==> src/rtl/wdg_pkg.sv <==
package wdg_pkg;
  localparam int DATA_W = 16;

  typedef enum logic [1:0] {
    SEL_KEY = 2'd0,
    SEL_PSC = 2'd1,
    SEL_RLD = 2'd2,
    SEL_WIN = 2'd3
  } wdg_sel_e;

  localparam logic [DATA_W-1:0] KEY_START   = 16'hCCCC;
  localparam logic [DATA_W-1:0] KEY_REFRESH = 16'hAAAA;
  localparam logic [DATA_W-1:0] KEY_UNLOCK  = 16'h5555;
endpackage

==> src/rtl/wdg_prescaler.sv <==
module wdg_prescaler #(
  parameter int PSC_W = 3
) (
  input  logic             clk_i,
  input  logic             rst_ni,
  input  logic             clr_i,
  input  logic             run_i,
  input  logic             tick_i,
  input  logic [PSC_W-1:0] code_i,
  output logic             step_o
);
  localparam int CODE_MAX = 2**PSC_W - 2;
  localparam int DIV_W    = CODE_MAX + 2;

  logic [DIV_W-1:0] cnt_q;
  logic [DIV_W-1:0] last;
  logic [PSC_W-1:0] code_eff;

  always_comb begin
    code_eff = (code_i > PSC_W'(CODE_MAX)) ? PSC_W'(CODE_MAX) : code_i;
    // terminal count = 4*2^code - 1
    last     = {DIV_W{1'b1}} >> (CODE_MAX - int'(code_eff));
    step_o   = run_i && tick_i && (cnt_q >= last);
  end

  always_ff @(posedge clk_i or negedge rst_ni) begin
    if (!rst_ni)               cnt_q <= '0;
    else if (clr_i)            cnt_q <= '0;
    else if (run_i && tick_i)  cnt_q <= step_o ? '0 : cnt_q + 1'b1;
  end
endmodule

==> src/rtl/wdg_cfg_slot.sv <==
module wdg_cfg_slot #(
  parameter int             W          = 12,
  parameter logic [W-1:0]   RST_VAL    = '0,
  parameter int             SYNC_TICKS = 5
) (
  input  logic         clk_i,
  input  logic         rst_ni,
  input  logic         wr_i,
  input  logic [W-1:0] data_i,
  input  logic         tick_i,
  output logic [W-1:0] val_o,
  output logic         busy_o
);
  localparam int TW = $clog2(SYNC_TICKS + 1);

  logic [W-1:0]  shadow_q, val_q;
  logic          busy_q;
  logic [TW-1:0] tcnt_q;

  always_ff @(posedge clk_i or negedge rst_ni) begin
    if (!rst_ni) begin
      shadow_q <= RST_VAL;
      val_q    <= RST_VAL;
      busy_q   <= 1'b0;
      tcnt_q   <= '0;
    end else if (wr_i) begin
      shadow_q <= data_i;
      busy_q   <= 1'b1;
      tcnt_q   <= '0;
    end else if (busy_q && tick_i) begin
      if (tcnt_q == TW'(SYNC_TICKS - 1)) begin
        val_q  <= shadow_q;
        busy_q <= 1'b0;
        tcnt_q <= '0;
      end else begin
        tcnt_q <= tcnt_q + 1'b1;
      end
    end
  end

  assign val_o  = val_q;
  assign busy_o = busy_q;
endmodule

==> src/rtl/win_watchdog.sv <==
module win_watchdog
  import wdg_pkg::*;
#(
  parameter int CNT_W      = 12,
  parameter int PSC_W      = 3,
  parameter int SYNC_TICKS = 5
) (
  input  logic              clk_i,
  input  logic              rst_ni,
  input  logic              tick_i,
  input  logic              wr_en_i,
  input  logic [1:0]        wr_sel_i,
  input  logic [DATA_W-1:0] wr_data_i,
  output logic [CNT_W-1:0]  count_o,
  output logic [2:0]        status_o,
  output logic              ready_o,
  output logic              rst_req_o
);
  localparam logic [CNT_W-1:0] CNT_MAX = {CNT_W{1'b1}};

  logic             key_wr, key_start, key_refresh;
  logic             unlocked_q, running_q, expired_q, req_q;
  logic [CNT_W-1:0] cnt_q;
  logic [PSC_W-1:0] psc_val;
  logic [CNT_W-1:0] rld_val, win_val;
  logic             psc_busy, rld_busy, win_busy;
  logic             step, early;

  assign key_wr      = wr_en_i && (wr_sel_i == SEL_KEY);
  assign key_start   = key_wr && (wr_data_i == KEY_START);
  assign key_refresh = key_wr && (wr_data_i == KEY_REFRESH);

  always_ff @(posedge clk_i or negedge rst_ni) begin
    if (!rst_ni)     unlocked_q <= 1'b0;
    else if (key_wr) unlocked_q <= (wr_data_i == KEY_UNLOCK);
  end

  wdg_cfg_slot #(.W(PSC_W), .RST_VAL('0), .SYNC_TICKS(SYNC_TICKS)) u_psc_slot (
    .clk_i, .rst_ni,
    .wr_i   (wr_en_i && unlocked_q && (wr_sel_i == SEL_PSC)),
    .data_i (wr_data_i[PSC_W-1:0]),
    .tick_i,
    .val_o  (psc_val),
    .busy_o (psc_busy)
  );

  wdg_cfg_slot #(.W(CNT_W), .RST_VAL(CNT_MAX), .SYNC_TICKS(SYNC_TICKS)) u_rld_slot (
    .clk_i, .rst_ni,
    .wr_i   (wr_en_i && unlocked_q && (wr_sel_i == SEL_RLD)),
    .data_i (wr_data_i[CNT_W-1:0]),
    .tick_i,
    .val_o  (rld_val),
    .busy_o (rld_busy)
  );

  wdg_cfg_slot #(.W(CNT_W), .RST_VAL(CNT_MAX), .SYNC_TICKS(SYNC_TICKS)) u_win_slot (
    .clk_i, .rst_ni,
    .wr_i   (wr_en_i && unlocked_q && (wr_sel_i == SEL_WIN)),
    .data_i (wr_data_i[CNT_W-1:0]),
    .tick_i,
    .val_o  (win_val),
    .busy_o (win_busy)
  );

  wdg_prescaler #(.PSC_W(PSC_W)) u_prescaler (
    .clk_i, .rst_ni,
    .clr_i  (key_start && !running_q),
    .run_i  (running_q && !expired_q),
    .tick_i,
    .code_i (psc_val),
    .step_o (step)
  );

  // refresh above an enabled window is a fault
  assign early = (win_val != CNT_MAX) && (cnt_q > win_val);

  always_ff @(posedge clk_i or negedge rst_ni) begin
    if (!rst_ni) begin
      running_q <= 1'b0;
      expired_q <= 1'b0;
      req_q     <= 1'b0;
      cnt_q     <= CNT_MAX;
    end else begin
      req_q <= 1'b0;
      if (expired_q) begin
        cnt_q <= '0;
      end else if (running_q && key_refresh && early) begin
        req_q     <= 1'b1;
        expired_q <= 1'b1;
        cnt_q     <= '0;
      end else if (running_q && cnt_q == '0) begin
        req_q     <= 1'b1;
        expired_q <= 1'b1;
      end else if (running_q && key_refresh) begin
        cnt_q <= rld_val;
      end else if (!running_q && key_start) begin
        running_q <= 1'b1;
        cnt_q     <= rld_val;
      end else if (step) begin
        cnt_q <= cnt_q - 1'b1;
      end
    end
  end

  assign count_o   = cnt_q;
  assign status_o  = {win_busy, rld_busy, psc_busy};
  assign ready_o   = ~|status_o;
  assign rst_req_o = req_q;
endmodule

==> config.mk <==
export PLATFORM = sky130hd
export DESIGN_NAME = win_watchdog
export DESIGN_NICKNAME = d
export VERILOG_FILES = /design/src/rtl/wdg_pkg.sv /design/src/rtl/wdg_prescaler.sv /design/src/rtl/wdg_cfg_slot.sv /design/src/rtl/win_watchdog.sv
export SDC_FILE = /design/constraint.sdc
export NUM_CORES = 1
export LEC_CHECK = 0
export ABC_AREA = 1
export BUFFER_PORTS_ARGS = -buffer_cell sky130_fd_sc_hd__buf_2
export CAP_MARGIN = 20
export CORE_MARGIN = 5
export CORE_UTILIZATION = 51
export DETAILED_ROUTE_END_ITERATION = 10
export PLACE_DENSITY = 0.69
export SYNTH_ARGS = -nofsm -noshare
export SYNTH_HDL_FRONTEND = slang
export SYNTH_SLANG_ARGS = --single-unit
==> constraint.sdc <==
create_clock -name clk_i -period 2.8 [get_ports clk_i]
set_input_delay 0.14 -clock clk_i [delete_from_list [all_inputs] [get_ports clk_i]]
set_output_delay 0.14 -clock clk_i [all_outputs]
set_load 0.05 [all_outputs]
Word-level counts from Yosys, hierarchy flattened
Index checks and enable logic that the tools add are counted.
Widths: inputs -> output; s select.

word-level totals
  input port bits = 22
  output and inout bits = 17
  logic and storage cells = 118
  register bits = 90

cells by class
  equal/unequal tests = 11
  bitwise gates (word level) = 7
  shift-type cells = 1
  magnitude comparators = 3
  muxes and demuxes = 32
  add/sub/neg operators = 6
  reductions and logical operators = 40

operator list
  cell                   count
  $mux 12                6
  $eq 16x16->1 const B   2
  $shr 8x32->8 const A   1
  $mux 3                 10
  $mux 8                 3
  $logic_and 1x1->1      18
  $eq 16x15->1 const B   1
  $reduce_bool 2->1      7
  $mux 1                 13
  $gt 12x12->1           1
  $logic_not 12->1       1
  $ne 12x12->1 const B   1
  $sub 12x1->12 const B  1
  $add 3x1->3 const B    3
  $eq 3x3->1 const B     3
  $reduce_and 3->1       3
  $add 8x1->8 const B    1
  $ge 8x8->1             1
  $reduce_and 2->1       4
  $not 1->1              7
  $reduce_and 5->1       1
  $reduce_bool 5->1      1
  $eq 2x2->1 const B     2
  $sub 3x3->4 const A    1
  6 further kinds        8

Longest topological paths before layout
  depth in word-level cells = 12
  depth in mapped cells = 21
  mapped depth without buffers = 20

By module
From an unflattened synthesis, not the netlist that was laid out.

second synthesis, totals
  cells, all modules = 682
  area total of the unflattened synthesis = 5485.3 µm²

by module, submodules not included
  module                         cells an instance  seq. area each (µm²)  times used  area an instance (µm²)
  wdg_cfg_slot (u_rld_slot ...)  118                730.7                 2           1229.9
  win_watchdog                   286                415.4                 1           1793.0
  wdg_prescaler                  108                200.2                 1           740.7
  wdg_cfg_slot (u_psc_slot)      52                 250.2                 1           491.7

Worst setup path after synthesis
No wires, ideal clock.

  path type = reg-to-reg
  start point = register u_psc_slot.val_q[2], in the netlist u_psc_slot.val_o[2]
  end point = register cnt_q[4], in the netlist count_o[4]
  data required time = 2.739 ns
  cell stages (with the launch flop) = 22
  clock period less this slack = 2.427 ns
  library setup time = 0.061 ns
  slack = 0.373 ns
  arrival = 2.366 ns
  path buffers = 1
  cell sequence = dfrtp_1 -> nand2_1 -> nand2_1 -> inv_1 -> ha_1 -> or2_2 -> nand2_1 -> inv_1 -> nor2_1 -> ha_1 -> inv_1 -> nor2_1 -> o21ai_0 -> nand2_1 -> nand2_1 -> nand3_1 -> nand2_2 -> nand2_4 -> o21ai_4 -> buf_12 -> nand2_1 -> nand2_1

on the way
  cells in the longest elaborated chain, start to end = 8

ends and longest elaborated chain
  what                                  RTL line             source
  start, declared                       wdg_cfg_slot.sv:16   logic [W-1:0] shadow_q, val_q;
  start signal, assigned                wdg_cfg_slot.sv:32   val_q <= shadow_q;
  $gt 3x3->1                            wdg_prescaler.sv:20  code_eff = (code_i > PSC_W'(CODE_MAX)) ? PSC_W'(CODE_MAX) : code_i;
  $mux 3 *                              wdg_prescaler.sv:20
  $sub 3x3->4 *                         wdg_prescaler.sv:22  last = {DIV_W{1'b1}} >> (CODE_MAX - int'(code_eff));
  $shr 8x32->8 *                        wdg_prescaler.sv:22
  $ge 8x8->1 *                          wdg_prescaler.sv:23  step_o = run_i && tick_i && (cnt_q >= last);
  $logic_and 1x1->1 *                   wdg_prescaler.sv:23
  $reduce_bool 5->1 (no source line) *  --
  $reduce_and 2->1 (no source line) *   --
  end signal, assigned                  win_watchdog.sv:95   cnt_q <= rld_val;
  end signal, assigned                  win_watchdog.sv:98   cnt_q <= rld_val;
  end signal, assigned                  win_watchdog.sv:100  cnt_q <= cnt_q - 1'b1;
  end, declared                         win_watchdog.sv:23   logic [CNT_W-1:0] cnt_q;

Mark *: on every way between the ends. The rest lies on a longest branch, timed or not.
A chain may end at the register's enable or synchronous reset.

Worst setup path after layout
  start point = register u_psc_slot.val_q[1], in the netlist u_psc_slot.val_o[1]
  end point = register cnt_q[3], in the netlist count_o[3]

Same word-level chain as after synthesis.

==> results.md <==
- Status: finished clean
- DR vias/cell: 5.28
- Post-route cell area: 5960 sq um
- CP endpoint kind: register
- #FFs+latches synth: 90
- Min-delay worst type: input port to register
- Area after DPL: between 5000 and 6000 sq um
- Util after Layout: 58.0%
- Ys flop type: dfstp_2
- Power Dens Cells: 379 nW/um^2
- Critical Path Source Type: register
- Routed Antenna Nets: 0
- Most frequent cells in the layout: 160 x nand2_1, 78 x inv_1, 72 x nor2_1
- R2r setup slk: 0.10 ns
- Ratio of cells with drive above 1 in the final layout: 24.9%
- Netlist Area Pre-Place: roughly 5300 sq um
- RD Place Congestion: 0.909
- Mapped Cells: 667
- WL/cell: 14.6 um
- Largest family of logic cells by synthesized area: simple AND/OR/NAND/NOR gates
- Largest net degree at the start of global routing: 80
- Clk sinks: 90
- Slew Viols, Final: 0
- Hold Fails Final Rpt: 0
- Synth area leader: dfstp_2
- Synth top area cells: dfstp_2 29%, dfrtp_1 14%, nand2_1 11%
- Leak pwr: around 0.0032 uW
- Final std cells w/o fill: 851
- Dpl hpwl: 9090 um
- First-pass GRT wire length: 20600 um
- VDD IR max: ~0.00024 V
- R2R Path Start: u_psc_slot.val_o[1]
- Worst path slowest cell: dfrtp_1
- All-layer global routing usage: approximately 20%
- Die Y: 112 um
- IO Port Bufs: 38
- Initial core utilization: between 50 and 60%
- Ys async rst share: 100%
- Xor/xnor share of the synthesized area: between 1.5 and 2%
- Post-synthesis simple-gate area fraction: between 20% and 30%
- Reg2reg end: count_o[3]
- Register area share after synthesis: 43.5%
- Pre-antenna DRT Iters: 5
- Tcrit/Tclk final: 96.3%
- Mapped Nets: 719
- Crit. path cell count: 16
- IO Pins: 39
- NumNets Final: ~760
- Hold Slack: 0.0299 ns
- Mean Syn Cell Area: about 8 sq um
- EDFF count, synth: 0
- H-tree depth: 3
- CP max stage delay: 0.41 ns
- WP data required: 3.11 ns
- Final setup fails: 0
- Core Area: between 10000 and 15000 sq um
- Adder-cell share of the synthesized area: 7.02%
- Crit-path cells: nand2_1 -> nand2_1 -> buf_4 -> ha_1 -> nand2_1 -> nand2_1 -> ha_1 -> nand2_1 -> nor2_1 -> nand4_1 -> nand3_2 -> nand2_4 -> buf_12 -> nand2_4 -> nand4_1 -> nand2_1
- Maximum clock path buffer count: 2
- Most frequent CP cell: nand2_1
- Sum Neg Setup Slack: 0 ns
- Initial antenna violation count: 0
- Die Footprint: 12600 sq um
- Mux cell area share after synthesis: 1.26%
- Final Skew: 0.0121 ns
- GRT overflow: 0
- Inst Count DP: roughly 830
- Top delay family on crit path: simple AND/OR/NAND/NOR gates
- Warnings from Yosys: 0
- Compound-cell area share of the yosys netlist: 8.61%
- WP buf/inv: 2
- Max Clock Freq: 371 MHz
- Drt initial violations: roughly 260
- Slew @ Worst Pin: 0.526 ns
- Row cnt: 37
- Post-route minimum period: around 2.7 ns
- Area Growth Syn to Fin: 11.5%
- Hold path endpoint: u_rld_slot.shadow_q[1]
- Slew HR: 64.8%
- Worst Hold Depth: 3
- Vias in the first global route: 4321
- WL final: 12500 um
- Post-synth cell types: 44
- Total number of vias: ~4500
- Maxcap violations: 0
- Clk Latency, worst-skew pair: 0.37 ns
- Drt drc: 0
- Ant. Diodes: 0
- Yosys top cell area share: 29.5%
- Root buffer cell: clkbuf_8
- Width of the die: 112 um
- Worst Path Max Fanout: 7
- Reg2Reg Depth: 16
- CTS tree: yes
- CTS buffer count: 9
- Clock transition at path regs: 0.09 ns
- Crit path DAT: 3.01 ns
- Commonest non-fill, non-tap cell in the layout: nand2_1
- Hold Startpoint: wr_data_i[1]
- Crit Path Class: register to register
[stage by stage]
step	setup WS (ns)	power (uW)
6_report	0.103	2260
3_5_place_dp	-0.0162	1420
5_1_grt	-0.0466	2350
2_1_floorplan	0.373	1350
4_1_cts	0.0188	2270
3_3_place_gp	0.174	1420
[sequential cells by signal, indices dropped and copies added, names as in the netlist, 8 cells and up]
name,flops
u_rld_slot.val_o,12
count_o,12
u_rld_slot.shadow_q,12
u_prescaler.cnt_q,8
u_win_slot.val_o,12
u_win_slot.shadow_q,12
[worst reg2reg max path, cell delays in order, from the launching register on]
cell and delay [ns]:
dfrtp_1 0.41, nand2_1 0.08, nand2_1 0.08, buf_4 0.14, ha_1 0.30, nand2_1 0.14
nand2_1 0.08, ha_1 0.30, nand2_1 0.06, nor2_1 0.19, nand4_1 0.17, nand3_2 0.13
nand2_4 0.10, buf_12 0.15, nand2_4 0.09, nand4_1 0.13, nand2_1 0.10
[report_power, final]
part           switching (uW)  leakage (uW)  internal, uW
Sequential              0.210      0.000990          1300
Clock                     454     0.0000891           404
Combinational            72.9       0.00208          27.3
Total                     527       0.00316          1730
[synthesized netlist by cell type, types with 4 or more instances]
library cell,count
nand3_2,5
ha_1,30
dfrtp_1,30
o21ai_0,55
nor2_2,7
clkbuf_1,6
a21oi_1,25
nand2_2,16
nand2_1,162
nor4_1,4
nor3_1,4
nand3_1,26
dfstp_2,60
buf_2,4
inv_2,6
nand4_1,25
nor2_4,4
inv_1,80
xor2_1,10
nor2_1,73
[area by class of cell]
cell class | instances | area [sq um]
fillers | 996 | 4310
well taps | 136 | 170
flip-flops and latches | 90 | 2330
clock buffers | 15 | 178
inverters | 88 | 334
clock inverters | 1 | 7.51
multi-input cells | 474 | 2650
repair buffers | 47 | 295
[worst max-delay path by stage]
stage	slack (ns)	from	end
floorplan	0.37	u_psc_slot.val_o[2]	count_o[4]
global placement	0.17	u_psc_slot.val_o[1]	count_o[2]
detailed placement	-0.02	u_psc_slot.val_o[1]	count_o[3]
CTS	0.02	u_psc_slot.val_o[1]	count_o[3]
global route	-0.05	u_psc_slot.val_o[1]	count_o[7]
finish	0.10	u_psc_slot.val_o[1]	count_o[3]
[metal layers]
layer	vias up	global-route usage, %	part of all wire (%)
met3	28	3.94	5.1
met1	2106	28.8	47
li1	2228	-	-
met5	-	0	0
met2	128	31.0	45
met4	0	5.77	2.0
[repair_timing]
| action | in CTS | in global routing |
|---|---|---|
| pin swaps | 0 | 12 |
| hold buffers | 1 | 0 |
| endpoints found under the setup margin | 11 | 18 |
| setup buffers | 0 | 4 |
| gates cloned | 1 | 1 |
| resized for setup | 1 | 14 |
| hold endpoints to repair | 30 | 0 |
[cells by family after synthesis]
family          Yosys count
mux                       6
compound gates           87
fa+ha+maj                30
flops                    90
simple gates            336
buf+inv                 105
xor+xnor                 12
other cells               1
Power figures use the tool's default switching activity.
